===== config.mk =====
export PLATFORM = sky130hd
export DESIGN_NAME = gpio_bank_ctrl
export DESIGN_NICKNAME = d
export VERILOG_FILES = /design/src/rtl/gpio_bank_pkg.sv /design/src/rtl/gpio_rst_sync.sv /design/src/rtl/gpio_in_sync.sv /design/src/rtl/gpio_bank_regs.sv /design/src/rtl/gpio_pin_slice.sv /design/src/rtl/gpio_bank_ctrl.sv
export SDC_FILE = /design/constraint.sdc
export NUM_CORES = 1
export LEC_CHECK = 0
export BUFFER_PORTS_ARGS = -buffer_cell sky130_fd_sc_hd__buf_4
export CAP_MARGIN = 30
export CORE_AREA = 2 2 106 108
export CTS_BUF_LIST = sky130_fd_sc_hd__clkbuf_8 sky130_fd_sc_hd__clkbuf_16
export DETAILED_ROUTE_END_ITERATION = 12
export DIE_AREA = 0 0 108 110
export GPL_TIMING_DRIVEN = 0
export PLACE_DENSITY = 0.85
export SYNTH_ARGS = -nofsm -noshare
export SYNTH_HDL_FRONTEND = slang
export SYNTH_SLANG_ARGS = --single-unit

===== constraint.sdc =====
create_clock -name clk -period 2.8 [get_ports clk]
set_clock_uncertainty 0.15 [all_clocks]
set_input_delay 0.28 -clock clk [delete_from_list [all_inputs] [get_ports clk]]
set_output_delay 0.28 -clock clk [all_outputs]
set_load 0.01 [all_outputs]

===== src/rtl/gpio_bank_pkg.sv =====
package gpio_bank_pkg;
  typedef enum logic [1:0] {
    REG_MODE  = 2'd0,
    REG_LEVEL = 2'd1,
    REG_PULL  = 2'd2,
    REG_DRIVE = 2'd3
  } gpio_reg_e;

  localparam logic [3:0] MODE_INPUT  = 4'd0;
  localparam logic [3:0] MODE_OUTPUT = 4'd1;

  localparam logic [1:0] PULL_DOWN = 2'd1;
  localparam logic [1:0] PULL_UP   = 2'd3;

  localparam int SLEW_BASE = 16;
  localparam int BUS_W     = 32;
endpackage


===== src/rtl/gpio_rst_sync.sv =====
module gpio_rst_sync (
  input  logic clk,
  input  logic rst_n,
  output logic rst_sync_n
);
  logic [1:0] stage_q;

  always_ff @(posedge clk or negedge rst_n) begin
    if (!rst_n) stage_q <= 2'b00;
    else        stage_q <= {stage_q[0], 1'b1};
  end

  assign rst_sync_n = stage_q[1];
endmodule


===== src/rtl/gpio_in_sync.sv =====
module gpio_in_sync #(
  parameter int WIDTH = 8
) (
  input  logic             clk,
  input  logic             rst_n,
  input  logic [WIDTH-1:0] raw_in,
  output logic [WIDTH-1:0] sync_out
);
  logic [WIDTH-1:0] meta_q;
  logic [WIDTH-1:0] sync_q;

  always_ff @(posedge clk or negedge rst_n) begin
    if (!rst_n) begin
      meta_q <= '0;
      sync_q <= '0;
    end else begin
      meta_q <= raw_in;
      sync_q <= meta_q;
    end
  end

  assign sync_out = sync_q;
endmodule


===== src/rtl/gpio_bank_regs.sv =====
module gpio_bank_regs
  import gpio_bank_pkg::*;
#(
  parameter int NUM_PINS = 8
) (
  input  logic                  clk,
  input  logic                  rst_n,
  input  logic                  wr_en,
  input  gpio_reg_e             wr_sel,
  input  logic [BUS_W-1:0]      wr_data,
  output logic [4*NUM_PINS-1:0] mode_q,
  output logic [NUM_PINS-1:0]   level_q,
  output logic [2*NUM_PINS-1:0] pull_q,
  output logic [2*NUM_PINS-1:0] drv_q,
  output logic [NUM_PINS-1:0]   slew_q
);
  localparam int MODE_W = 4 * NUM_PINS;
  localparam int PAIR_W = 2 * NUM_PINS;

  logic              mode_en, level_en, pull_en, drive_en;
  logic [MODE_W-1:0] mode_d;
  logic [NUM_PINS-1:0] level_d, slew_d;
  logic [PAIR_W-1:0] pull_d, drv_d;
  logic [BUS_W-1:0]  unused_wr_data;

  assign unused_wr_data = wr_data;

  always_comb begin
    mode_en  = wr_en && (wr_sel == REG_MODE);
    level_en = wr_en && (wr_sel == REG_LEVEL);
    pull_en  = wr_en && (wr_sel == REG_PULL);
    drive_en = wr_en && (wr_sel == REG_DRIVE);
    mode_d   = wr_data[MODE_W-1:0];
    level_d  = wr_data[NUM_PINS-1:0];
    pull_d   = wr_data[PAIR_W-1:0];
    drv_d    = wr_data[PAIR_W-1:0];
    slew_d   = wr_data[SLEW_BASE +: NUM_PINS];
  end

  always_ff @(posedge clk or negedge rst_n) begin
    if (!rst_n) begin
      mode_q  <= '0;
      level_q <= '0;
      pull_q  <= '0;
      drv_q   <= '0;
      slew_q  <= '0;
    end else begin
      if (mode_en)  mode_q  <= mode_d;
      if (level_en) level_q <= level_d;
      if (pull_en)  pull_q  <= pull_d;
      if (drive_en) begin
        drv_q  <= drv_d;
        slew_q <= slew_d;
      end
    end
  end
endmodule


===== src/rtl/gpio_pin_slice.sv =====
module gpio_pin_slice
  import gpio_bank_pkg::*;
(
  input  logic [3:0] mode,
  input  logic       level,
  input  logic [1:0] pull,
  input  logic       pad_sync,
  output logic       oe,
  output logic       out,
  output logic       pu,
  output logic       pd,
  output logic       alt,
  output logic [3:0] func,
  output logic       rd_bit
);
  logic is_out;

  always_comb begin
    is_out = (mode == MODE_OUTPUT);
    alt    = (mode != MODE_INPUT) && !is_out;
    oe     = is_out;
    out    = level;
    pu     = (pull == PULL_UP);
    pd     = (pull == PULL_DOWN);
    func   = alt ? mode : 4'd0;
    rd_bit = is_out ? level : pad_sync;
  end
endmodule


===== src/rtl/gpio_bank_ctrl.sv =====
module gpio_bank_ctrl
  import gpio_bank_pkg::*;
#(
  parameter int NUM_PINS = 8
) (
  input  logic                  clk,
  input  logic                  rst_n,
  input  logic [1:0]            bus_addr,
  input  logic                  bus_wr,
  input  logic [31:0]           bus_wdata,
  output logic [31:0]           bus_rdata,
  input  logic [NUM_PINS-1:0]   pad_in,
  output logic [NUM_PINS-1:0]   pad_oe,
  output logic [NUM_PINS-1:0]   pad_out,
  output logic [NUM_PINS-1:0]   pad_pu,
  output logic [NUM_PINS-1:0]   pad_pd,
  output logic [2*NUM_PINS-1:0] pad_drv,
  output logic [NUM_PINS-1:0]   pad_slew,
  output logic [NUM_PINS-1:0]   pin_alt,
  output logic [4*NUM_PINS-1:0] pin_func
);
  localparam int MODE_W = 4 * NUM_PINS;
  localparam int PAIR_W = 2 * NUM_PINS;

  logic                rst_sync_n;
  logic [MODE_W-1:0]   mode_q;
  logic [NUM_PINS-1:0] level_q, slew_q, in_sync, rd_level;
  logic [PAIR_W-1:0]   pull_q, drv_q;

  gpio_rst_sync u_rst_sync (
    .clk        (clk),
    .rst_n      (rst_n),
    .rst_sync_n (rst_sync_n)
  );

  gpio_in_sync #(.WIDTH(NUM_PINS)) u_in_sync (
    .clk      (clk),
    .rst_n    (rst_sync_n),
    .raw_in   (pad_in),
    .sync_out (in_sync)
  );

  gpio_bank_regs #(.NUM_PINS(NUM_PINS)) u_regs (
    .clk     (clk),
    .rst_n   (rst_sync_n),
    .wr_en   (bus_wr),
    .wr_sel  (gpio_reg_e'(bus_addr)),
    .wr_data (bus_wdata),
    .mode_q  (mode_q),
    .level_q (level_q),
    .pull_q  (pull_q),
    .drv_q   (drv_q),
    .slew_q  (slew_q)
  );

  for (genvar p = 0; p < NUM_PINS; p++) begin : g_pin
    gpio_pin_slice u_slice (
      .mode     (mode_q[4*p +: 4]),
      .level    (level_q[p]),
      .pull     (pull_q[2*p +: 2]),
      .pad_sync (in_sync[p]),
      .oe       (pad_oe[p]),
      .out      (pad_out[p]),
      .pu       (pad_pu[p]),
      .pd       (pad_pd[p]),
      .alt      (pin_alt[p]),
      .func     (pin_func[4*p +: 4]),
      .rd_bit   (rd_level[p])
    );
  end

  assign pad_drv  = drv_q;
  assign pad_slew = slew_q;

  always_comb begin
    bus_rdata = '0;
    case (gpio_reg_e'(bus_addr))
      REG_MODE:  bus_rdata[MODE_W-1:0]   = mode_q;
      REG_LEVEL: bus_rdata[NUM_PINS-1:0] = rd_level;
      REG_PULL:  bus_rdata[PAIR_W-1:0]   = pull_q;
      REG_DRIVE: begin
        bus_rdata[PAIR_W-1:0]              = drv_q;
        bus_rdata[SLEW_BASE +: NUM_PINS]   = slew_q;
      end
      default:   bus_rdata = '0;
    endcase
  end
endmodule


==> results of run 1 <==
## per-layer routing
layer,vias to the layer above,GRT usage,routed length [um]
met1,1875,0.2646,5014
met4,0,0.05586,157
met5,-,0,0
met2,185,0.3540,6266
met3,16,0.03469,946
li1,1722,-,-
## worst max path at each step
stage,start,endpoint,slack [ns]
after global placement,u_rst_sync.stage_q[1]$_DFF_PN0_,u_regs.mode_q[27]$_DFFE_PN0P_,0.52
after floorplan,u_rst_sync.stage_q[1]$_DFF_PN0_,u_in_sync.meta_q[0]$_DFF_PN0_,1.00
after detailed placement,bus_addr[0],bus_rdata[2],0.46
final,bus_addr[0],bus_rdata[2],0.39
after CTS,u_regs.mode_q[21]$_DFFE_PN0P_,bus_rdata[5],0.42
after global routing,bus_addr[0],bus_rdata[13],0.31
## cell families (layout without fill, tap and decap cells)
logic type	Yosys count	count (layout)	synth area share
flip-flops	98	98	0.5148
other	1	1	0.0007873
AO/OA/AOI/OAI	40	40	0.06304
buffers and inverters	85	286	0.1014
multiplexers	88	88	0.2059
AND/OR/NAND/NOR	76	76	0.1009
adder cells (fa/ha/maj)	5	5	0.01313
## metrics by stage
step,power [mW],hold WS [ns],utilization,cell area (um^2),setup slack [ns]
final,4.278,0.01381,0.6170,6600,0.3871
after global routing,4.503,0.0007323,0.6170,6600,0.3072
after CTS,4.312,0.0006603,0.6160,6590,0.4242
after detailed placement,3.325,-0.08619,0.5853,6261,0.4646
after global placement,3.270,-0.08750,0.5825,6231,0.5201
after floorplan,2.617,-0.1656,-,4765,1.003
## power by group through the flow
stage / clock network (mW) / registers, mW / logic, mW
3_3_place_gp: 0 / 1.92 / 1.35
6_report: 0.971 / 1.90 / 1.41
5_1_grt: 1.05 / 1.94 / 1.51
4_1_cts: 0.999 / 1.90 / 1.42
2_1_floorplan: 0 / 1.89 / 0.726
3_5_place_dp: 0 / 1.92 / 1.40
## registers in the layout (all words and copies together), names as in the netlist
register	flops
u_regs.slew_q	8
u_in_sync.meta_q	8
u_in_sync.sync_out	8
u_regs.pull_q	16
u_regs.level_q	8
u_regs.drv_q	16
u_rst_sync.stage_q	2
u_regs.mode_q	32
## Yosys cell counts
library cell	instances
clkbuf_1	30
inv_1	3
o22ai_1	8
ha_1	5
nor2b_1	8
buf_4	40
buf_2	11
buf_1	1
and2_1	24
dfrtp_1	98
or3_1	8
a222oi_1	8
mux2i_1	8
o21ai_0	8
nand2_1	2
mux2_2	80
a221oi_1	8
nand2_2	2
nor4b_2	8
nor2_1	24
conb_1	1
a22oi_1	8
## critical path: stages
cell      delay [ns]
buf_4           0.12
inv_1           0.09
ha_1            0.15
buf_2           0.21
clkbuf_1        0.48
a221oi_1        0.21
o22ai_1         0.27
buf_4           0.17
## timing repair
action	CTS	global route
gates resized for setup	0	0
buffers inserted	0	0
hold buffers	12	1
hold endpoints to repair	13	1
## area by class of cell
type | instances | area, um^2
fillers | 854 | 4098
plain buffers | 82 | 471.7
multi-input cells | 210 | 1828
well taps | 140 | 175.2
flip-flops and latches | 98 | 2456
clock inverters | 6 | 85.08
repair buffers | 186 | 1449
clock buffers | 9 | 123.9
inverters | 3 | 11.26
==> summary.md, run 1 <==
| Metric | Value |
|---|---|
| Fin. Hold Viols | `0` |
| Commonest non-fill, non-tap cell in the layout | `buf_4` |
| WL per Instance | `16.87 um` |
| CTS Buf Count | `9` |
| Largest net degree at the start of global routing | `61` |
| Combinational power share | `0.329` |
| Die W | `108 um` |
| Status | `finished clean` |
| Setup crit start kind | `input pin` |
| Min Tclk post-route | `2.413 ns` |
| Nets@finish | `640` |
| Row cnt | `38` |
| Synth area leaders | `dfrtp_1 51%, mux2_2 19%, buf_4 6.3%` |
| Worst EP arrival | `1.98 ns` |
| Final Non-Filler Cells | `734` |
| Setup TNS | `0 ns` |
| Peak VDD IR | `328.0 uV` |
| Number of buffers added on ports | `172` |
| Hpwl dp | `9.217 mm` |
| RSZ-0062 raised after global routing | `false` |
| Slew Viols, Final | `0` |
| Avg Synthesized Cell Area | `12.12 um^2` |
| Initial drt markers | `309` |
| Post-synthesis instance total | `393` |
| Starting density of the core | `0.4453` |
| Register area share after synthesis | `0.5148` |
| Post-route ant nets | `0` |
| Cell depth of the worst flop-to-flop path | `1` |
| Gpl congestion | `0.8326` |
| Clock Tree Buf Depth | `2` |
| Core Region | `10700 um^2` |
| Lkg Pwr | `3.098 nW` |
| Worst Hold End | `u_regs.mode_q[30]$_DFFE_PN0P_` |
| # Max-Cap Violations | `0` |
| Most frequent cells in the layout | `212 x buf_4, 97 x dfrtp_1, 80 x mux2_2` |
| Post-synthesis cell type with the largest combined area | `dfrtp_1` |
| Hold path cells | `2` |
| Period Utilization, post-route | `0.8618` |
| Antenna violations before repair | `0` |
| Number of H-tree levels | `3` |
| R2r startpoint | `u_rst_sync.stage_q[1]$_DFF_PN0_` |
| Worst r2r dst | `u_in_sync.sync_out[5]$_DFF_PN0_` |
| Post-Syn Nets | `443` |
| Flop pwr share | `0.444` |
| Placed Cells | `706` |
| YS warnings | `0` |
| Power Dens Cells | `648.2 nW/um^2` |
| Switching Share | `0.3001` |
| Global-route wire length before repair | `18.50 mm` |
| Router iterations before antenna repair | `7` |
| GRT Total Usage | `0.2036` |
| Vias in the first global route | `3541` |
| Synthesis-stage register bit count | `98` |
| Internal | `2.994 mW` |
| Area grow syn2layout | `38.56%` |
| R2R setup slack | `1.67 ns` |
| Die height | `110 um` |
| Hold path start | `bus_wdata[30]` |
| Final WL | `12.39 mm` |
| Yosys top cell area share | `0.5148` |
| Vias per cell | `5.174` |
| Actual slew at the worst max-slew pin | `0.6013 ns` |
| Synthesized area | `4763 um^2` |
| # diodes | `0` |
| CTS tree | `built` |
| Rel. slew slack | `0.5991` |
| Highest clock rate | `414.4 MHz` |
| Final Setup Violations | `0` |
| Post-synthesis cell type count | `22` |
| Total number of vias | `3798` |
| Clk root buf | `clkbuf_8` |
| Crit path max fanout | `10` |
| Die ar. | `11880 um^2` |
| Crit. End Element | `output port` |
| Clk sinks | `98` |
| # IOs | `173` |
| Hold Crit Class | `input pin to flop` |
| # DRC | `0` |
| Critical path type | `input pin to output port` |
| Clk_lat worst skew | `0.35 ns` |
| Worst-path clk slew | `0.09 ns` |
| Switch Pwr | `1.284 mW` |
| Clock network power share | `0.227` |
| Worst Path Required | `2.37 ns` |
| Share of cells above drive strength 1 | `0.5539` |
| GRT overflow | `0` |
Power figures use the tool's default switching activity.
==> inputs of run 2 (changes only) <==
--- a/config.mk
+++ b/config.mk
@@ -13,6 +13,8 @@
 export DIE_AREA = 0 0 108 110
 export GPL_TIMING_DRIVEN = 0
 export PLACE_DENSITY = 0.85
+export REMOVE_ABC_BUFFERS = 1
+export SLEW_MARGIN = 0
 export SYNTH_ARGS = -nofsm -noshare
 export SYNTH_HDL_FRONTEND = slang
 export SYNTH_SLANG_ARGS = --single-unit
==> run 2 against run 1 <==
  * Hold slack improved by 0.010 ns
  * Clock-buffer cell count unchanged
  * Global-route usage increased by 0.48 points
  * Wire length increased by 1.0%
  * Fmax increased by 0.56%
  * Cell count decreased by 8.7%
  * Design area decreased by 4.8%
  * Critical path depth decreased by 1
  * Largest cell class unchanged
  * Largest power group unchanged
==> summary.md, run 2 (same netlist as run 1, synthesis figures left out) <==
| Metric | Value |
|---|---|
| # diodes | `0 (unchanged)` |
| DP Area | `5807 um^2 (was 6261 um^2)` |
| Clk root buf | `clkbuf_8 (unchanged)` |
| Hold path cells | `2 (unchanged)` |
| Crit path max fanout | `16 (was 10)` |
| Vias per cell | `5.160 (was 5.174)` |
| Starting density of the core | `0.4453 (unchanged)` |
| Power Dens Cells | `639.7 nW/um^2 (was 648.2 nW/um^2)` |
| Worst Path Required | `2.37 ns (about the same)` |
| Post-route cell area | `6281 um^2 (was 6600 um^2)` |
| # IOs | `173 (unchanged)` |
| Worst-path clk slew | `0.09 ns (about the same)` |
| Most frequent cells in the layout | `172 x buf_4, 97 x dfrtp_1, 80 x mux2_2 (was 212 x buf_4, 97 x dfrtp_1, 80 x mux2_2)` |
| Clk_lat worst skew | `0.36 ns (was 0.35 ns)` |
| Register with the most flip-flops | `u_regs.mode_q (unchanged)` |
| Status | `finished clean (unchanged)` |
| Layout Utilization | `0.5871 (was 0.6170)` |
| Clock Tree Buf Depth | `2 (unchanged)` |
| Max reg flops | `32 (unchanged)` |
| Post-cts sizing count | `0 (unchanged)` |
| Clock network power share | `0.216 (was 0.227)` |
| Critical path type | `input pin to output port (unchanged)` |
| Peak VDD IR | `319.3 uV (was 328.0 uV)` |
| Switch Pwr | `1.244 mW (was 1.284 mW)` |
| Initial drt markers | `249 (was 309)` |
| Number of H-tree levels | `3 (unchanged)` |
| Number of buffers added on ports | `172 (unchanged)` |
| Worst EP arrival | `1.97 ns (was 1.98 ns)` |
| GRT overflow | `0 (unchanged)` |
| Final WL | `12.51 mm (was 12.39 mm)` |
| Clk sinks | `98 (unchanged)` |
| Hold Crit Class | `input pin to flop (unchanged)` |
| Post CTS Setup Buffer Count | `0 (unchanged)` |
| Combinational power share | `0.310 (was 0.329)` |
| Lkg Pwr | `2.903 nW (was 3.098 nW)` |
| Antenna violations before repair | `0 (unchanged)` |
| Die W | `108 um (unchanged)` |
| Commonest non-fill, non-tap cell in the layout | `buf_4 (unchanged)` |
| RSZ-0062 raised after global routing | `false (unchanged)` |
| Final Non-Filler Cells | `670 (was 734)` |
| Highest clock rate | `416.7 MHz (was 414.4 MHz)` |
| Die height | `110 um (unchanged)` |
| Share of cells above drive strength 1 | `0.5264 (was 0.5539)` |
| Worst Hold End | `u_regs.pull_q[7]$_DFFE_PN0P_ (was u_regs.mode_q[30]$_DFFE_PN0P_)` |
| Area grow syn2layout | `31.86% (was 38.56%)` |
| Period Utilization, post-route | `0.8570 (was 0.8618)` |
| Gpl congestion | `0.7598 (was 0.8326)` |
| Core Region | `10700 um^2 (unchanged)` |
| Worst r2r dst | `u_regs.mode_q[10]$_DFFE_PN0P_ (was u_in_sync.sync_out[5]$_DFF_PN0_)` |
| Rel. slew slack | `0.3951 (was 0.5991)` |
| Global-route wire length before repair | `18.76 mm (was 18.50 mm)` |
| Vias in the first global route | `3525 (was 3541)` |
| Slew Viols, Final | `0 (unchanged)` |
| Largest net degree at the start of global routing | `62 (was 61)` |
| CTS Buf Count | `9 (unchanged)` |
| Final Setup Violations | `0 (unchanged)` |
| Setup crit start kind | `input pin (unchanged)` |
| CTS tree | `built (unchanged)` |
| Hold path start | `bus_wdata[7] (was bus_wdata[30])` |
| Hold-fix buffers, CTS | `28 (was 12)` |
| DP Worst Slack | `-0.3067 ns (was 0.4646 ns)` |
| R2r startpoint | `u_rst_sync.stage_q[1]$_DFF_PN0_ (unchanged)` |
| Placed Cells | `625 (was 706)` |
| Switching Share | `0.3095 (was 0.3001)` |
| Internal | `2.774 mW (was 2.994 mW)` |
| # DRC | `0 (unchanged)` |
| Final hold slack | `0.02403 ns (was 0.01381 ns)` |
| GRT Total Usage | `0.2084 (was 0.2036)` |
| R2R setup slack | `1.69 ns (was 1.67 ns)` |
| Die ar. | `11880 um^2 (unchanged)` |
| Actual slew at the worst max-slew pin | `0.9042 ns (was 0.6013 ns)` |
| Router iterations before antenna repair | `5 (was 7)` |
| Post-route ant nets | `0 (unchanged)` |
| Flop pwr share | `0.474 (was 0.444)` |
| Filler cells | `871 (was 854)` |
| # Max-Cap Violations | `0 (unchanged)` |
| Crit. End Element | `output port (unchanged)` |
| WL per Instance | `18.67 um (was 16.87 um)` |
| Row cnt | `38 (unchanged)` |
| Min Tclk post-route | `2.400 ns (was 2.413 ns)` |
| Largest registers | `u_regs.mode_q: 32 flops, u_regs.drv_q: 16 flops, u_regs.pull_q: 16 flops (unchanged)` |
| Total number of vias | `3457 (was 3798)` |
| Setup ws final | `0.4004 ns (was 0.3871 ns)` |
| Nets@finish | `575 (was 640)` |
| Fin. Hold Viols | `0 (unchanged)` |
| Cell depth of the worst flop-to-flop path | `1 (unchanged)` |
| Hpwl dp | `8.265 mm (was 9.217 mm)` |
==> run 2: changes by cell type in the layout (fill, tap and decap cells not counted) <==
cell           change
buf_4             -40
clkbuf_1          -30
dlygate4sd3_1     +15
buf_2             -11
inv_1              +3
buf_8              +2
buf_1              -1
bufinv_16          -1
clkinv_2           +1
clkinv_4           -1
clkinvlp_4         -1
nand2_1            -1
nand2_2            +1
==> run 2: per-layer routing <==
| metal | vias to the layer above | part of all wire | GRT usage |
|---|---|---|---|
| li1 | 1594 | - | - |
| met1 | 1701 | 0.41 | 0.2711 |
| met2 | 144 | 0.52 | 0.3500 |
| met3 | 18 | 0.051 | 0.02998 |
| met4 | 0 | 0.016 | 0.08883 |
| met5 | - | 0 | 0 |
==> run 2: area by class of cell <==
cell class / instances / area [um^2] / share of cell area
Multi-Input combinational cell: 210 / 1831 / 0.2914
Timing Repair Buffer: 203 / 1629 / 0.2594
Sequential cell: 98 / 2456 / 0.3910
Inverter: 3 / 11.26 / 0.001793
Tap cell: 140 / 175.2 / 0.02789
Clock inverter: 7 / 55.05 / 0.008765
Clock buffer: 9 / 123.9 / 0.01972
==> run 2: power groups by stage <==
stage / Sequential [mW] / Clock [mW] / Combinational (mW)
2_1_floorplan: 1.94 / 0 / 0.498
3_3_place_gp: 1.92 / 0 / 1.17
3_5_place_dp: 1.93 / 0 / 1.22
4_1_cts: 1.90 / 0.893 / 1.25
5_1_grt: 1.94 / 0.957 / 1.33
6_report: 1.90 / 0.868 / 1.25
==> run 2: how the worst max path moves through the flow <==
stage | slack (ns) | cells past startpoint | endpoint | start
floorplan | -0.28 | 0 | u_in_sync.meta_q[0]$_DFF_PN0_ | u_rst_sync.stage_q[1]$_DFF_PN0_
global placement | -1.23 | 0 | u_regs.drv_q[8]$_DFFE_PN0P_ | u_rst_sync.stage_q[1]$_DFF_PN0_
detailed placement | -0.31 | 5 | u_regs.mode_q[9]$_DFFE_PN0P_ | bus_addr[0]
CTS | 0.11 | 5 | u_regs.mode_q[31]$_DFFE_PN0P_ | bus_addr[0]
global route | 0.27 | 7 | bus_rdata[5] | bus_addr[1]
finish | 0.40 | 7 | bus_rdata[1] | bus_addr[0]
==> run 2: worst max-delay path, cell delays in order <==
cell	delay, ns
buf_4	0.12
inv_1	0.09
ha_1	0.51
inv_1	0.41
o21ai_0	0.28
o22ai_1	0.11
buf_4	0.15
==> run 2: stage by stage <==
stage / TNS (ns) / total power [mW]
detailed placement: -9.459 / 3.144
global placement: -137.46 / 3.088
floorplan: -27.07 / 2.442
finish: 0 / 4.018
CTS: 0 / 4.043
global route: 0 / 4.228
==> inputs of run 3 (changes only) <==
--- a/config.mk
+++ b/config.mk
@@ -6,14 +6,13 @@
 export NUM_CORES = 1
 export LEC_CHECK = 0
 export BUFFER_PORTS_ARGS = -buffer_cell sky130_fd_sc_hd__buf_4
-export CAP_MARGIN = 30
+export CAP_MARGIN = 0
 export CORE_AREA = 2 2 106 108
 export CTS_BUF_LIST = sky130_fd_sc_hd__clkbuf_8 sky130_fd_sc_hd__clkbuf_16
 export DETAILED_ROUTE_END_ITERATION = 12
 export DIE_AREA = 0 0 108 110
 export GPL_TIMING_DRIVEN = 0
 export PLACE_DENSITY = 0.85
-export REMOVE_ABC_BUFFERS = 1
 export SLEW_MARGIN = 0
 export SYNTH_ARGS = -nofsm -noshare
 export SYNTH_HDL_FRONTEND = slang
==> run 3 against run 2 <==
  * Sequential cell count did not move
  * Clock-buffer cell count did not move
  * Wire length fell by 1.0%
  * Critical path type unchanged
==> summary.md, run 3 (same netlist as run 1, synthesis figures left out) <==
| Metric | Value |
|---|---|
| Clk_lat worst skew | `0.35 ns (was 0.36 ns)` |
| Slew Viols, Final | `0 (unchanged)` |
| GRT overflow | `0 (unchanged)` |
| Area grow syn2layout | `38.56% (was 31.86%)` |
| Largest registers | `u_regs.mode_q: 32 flops, u_regs.drv_q: 16 flops, u_regs.pull_q: 16 flops (unchanged)` |
| Crit. End Element | `output port (unchanged)` |
| CTS tree | `built (unchanged)` |
| Status | `finished clean (unchanged)` |
| Vias in the first global route | `3541 (was 3525)` |
| Crit-path leading delay family | `buffers and inverters (unchanged)` |
| Worst path cell trace | `buf_4, inv_1, ha_1, buf_2, clkbuf_1, a221oi_1, o22ai_1, buf_4 (was buf_4, inv_1, ha_1, inv_1, o21ai_0, o22ai_1, buf_4)` |
| Worst EP arrival | `1.98 ns (was 1.97 ns)` |
| Worst Path Required | `2.37 ns (about the same)` |
| Hold-fix buffers, CTS | `12 (was 28)` |
| Actual slew at the worst max-slew pin | `0.6013 ns (was 0.9042 ns)` |
| Critical path type | `input pin to output port (unchanged)` |
| Layout Utilization | `0.6170 (was 0.5871)` |
| Router iterations before antenna repair | `7 (was 5)` |
| Post-route ant nets | `0 (unchanged)` |
| Max reg flops | `32 (unchanged)` |
| CTS Buf Count | `9 (unchanged)` |
| GRT Total Usage | `0.2036 (was 0.2084)` |
| Min Tclk post-route | `2.413 ns (was 2.400 ns)` |
| # Max-Cap Violations | `0 (unchanged)` |
| Crit-path slowest cell | `clkbuf_1 (was ha_1)` |
| Clock Tree Buf Depth | `2 (unchanged)` |
| Largest net degree at the start of global routing | `61 (was 62)` |
| Crit path max fanout | `10 (was 16)` |
| Die W | `108 um (unchanged)` |
| Antenna violations before repair | `0 (unchanged)` |
| Total number of vias | `3798 (was 3457)` |
| Worst Path Buf+Inv | `5 (was 4)` |
| Power Dens Cells | `648.2 nW/um^2 (was 639.7 nW/um^2)` |
| # IOs | `173 (unchanged)` |
| Setup crit start kind | `input pin (unchanged)` |
| Setup TNS | `0 ns (unchanged)` |
| Final WL | `12.39 mm (was 12.51 mm)` |
| Number of buffers added on ports | `172 (unchanged)` |
| Hpwl dp | `9.217 mm (was 8.265 mm)` |
| # diodes | `0 (unchanged)` |
| Clk sinks | `98 (unchanged)` |
| Share of cells above drive strength 1 | `0.5539 (was 0.5264)` |
| Die ar. | `11880 um^2 (unchanged)` |
| Peak VDD IR | `328.0 uV (was 319.3 uV)` |
| Critical path's largest stage delay | `0.48 ns (was 0.51 ns)` |
| Filler cells | `854 (was 871)` |
| Lkg Pwr | `3.098 nW (was 2.903 nW)` |
| Fin. Hold Viols | `0 (unchanged)` |
| Highest clock rate | `414.4 MHz (was 416.7 MHz)` |
| Vias per cell | `5.174 (was 5.160)` |
| Commonest non-fill, non-tap cell in the layout | `buf_4 (unchanged)` |
| Core Region | `10700 um^2 (unchanged)` |
| Period Utilization, post-route | `0.8618 (was 0.8570)` |
| Final Setup Violations | `0 (unchanged)` |
| Hold Crit Class | `input pin to flop (unchanged)` |
| Clk root buf | `clkbuf_8 (unchanged)` |
| Rel. slew slack | `0.5991 (was 0.3951)` |
| Post CTS Setup Buffer Count | `0 (unchanged)` |
| Gpl congestion | `0.8326 (was 0.7598)` |
| Most frequent cells in the layout | `212 x buf_4, 97 x dfrtp_1, 80 x mux2_2 (was 172 x buf_4, 97 x dfrtp_1, 80 x mux2_2)` |
| WL per Instance | `16.87 um (was 18.67 um)` |
| CP most frequent cell | `buf_4` |
| Die height | `110 um (unchanged)` |
| Register with the most flip-flops | `u_regs.mode_q (unchanged)` |
| Initial drt markers | `309 (was 249)` |
| RSZ-0062 raised after global routing | `false (unchanged)` |
| Global-route wire length before repair | `18.50 mm (was 18.76 mm)` |
| Post-cts sizing count | `0 (unchanged)` |
| Nets@finish | `640 (was 575)` |
| Number of H-tree levels | `3 (unchanged)` |
| Starting density of the core | `0.4453 (unchanged)` |
| Worst-path clk slew | `0.09 ns (about the same)` |
| # DRC | `0 (unchanged)` |
| Row cnt | `38 (unchanged)` |
==> run 3: cell types whose count changed in the layout (fill, tap and decap cells not counted), moves of 2 or more <==
cell / previous run / this run
dlygate4sd3_1: 28 / 13
clkbuf_1: 0 / 30
inv_1: 7 / 4
buf_4: 172 / 212
buf_2: 0 / 11
buf_8: 2 / 0
==> run 3: path summary, 6_finish.rpt <==
| kind | from | endpoint | slack, ns | cells past startpoint |
|---|---|---|---|---|
| worst max-delay path | bus_addr[0] | bus_rdata[2] | 0.39 | 8 |
| worst min-delay path | bus_wdata[30] | u_regs.mode_q[30]$_DFFE_PN0P_ | 0.01 | 2 |
| worst max register to register | u_rst_sync.stage_q[1]$_DFF_PN0_ | u_in_sync.sync_out[5]$_DFF_PN0_ | 1.67 | 1 |
| worst min register to register | u_rst_sync.stage_q[1]$_DFF_PN0_ | u_regs.pull_q[10]$_DFFE_PN0P_ | 0.16 | 0 |
| max in group asynchronous | u_rst_sync.stage_q[1]$_DFF_PN0_ | u_in_sync.sync_out[5]$_DFF_PN0_ | 1.67 | 1 |
| min in group asynchronous | rst_n | u_rst_sync.stage_q[1]$_DFF_PN0_ | 0.07 | 2 |
==> run 3: metal layers <==
| metal | vias up | wire (um) | track usage | share of wire |
|---|---|---|---|---|
| li1 | 1722 | - | - | - |
| met1 | 1875 | 5014 | 0.2646 | 0.40 |
| met2 | 185 | 6266 | 0.3540 | 0.51 |
| met3 | 16 | 946 | 0.03469 | 0.076 |
| met4 | 0 | 157 | 0.05586 | 0.013 |
| met5 | - | 0 | 0 | 0 |
==> run 3: power by group <==
group	total (mW)	switching, mW	leakage, nW	internal (mW)
registers	1.90	0.254	1.16	1.65
clock network	0.971	0.475	0.106	0.496
logic	1.41	0.555	1.84	0.851
==> run 3: metrics by stage <==
step	area, um^2	hold slack, ns	instances	setup slack, ns	power, mW
after floorplan	4765	-0.1656	393	1.003	2.617
after global placement	6231	-0.08750	705	0.5201	3.270
after detailed placement	6261	-0.08619	706	0.4646	3.325
after CTS	6590	0.0006603	733	0.4242	4.312
after global routing	6600	0.0007323	734	0.3072	4.503
final	6600	0.01381	734	0.3871	4.278
==> run 3: area by class of cell <==
class | instances | area (um^2) | share of cell area
buffer | 82 | 471.7 | 0.07147
clock buffer | 9 | 123.9 | 0.01877
inverter | 3 | 11.26 | 0.001706
clock inverter | 6 | 85.08 | 0.01289
sequential | 98 | 2456 | 0.3721
multi-input combinational | 210 | 1828 | 0.2770
timing repair buffer | 186 | 1449 | 0.2195
tap | 140 | 175.2 | 0.02654
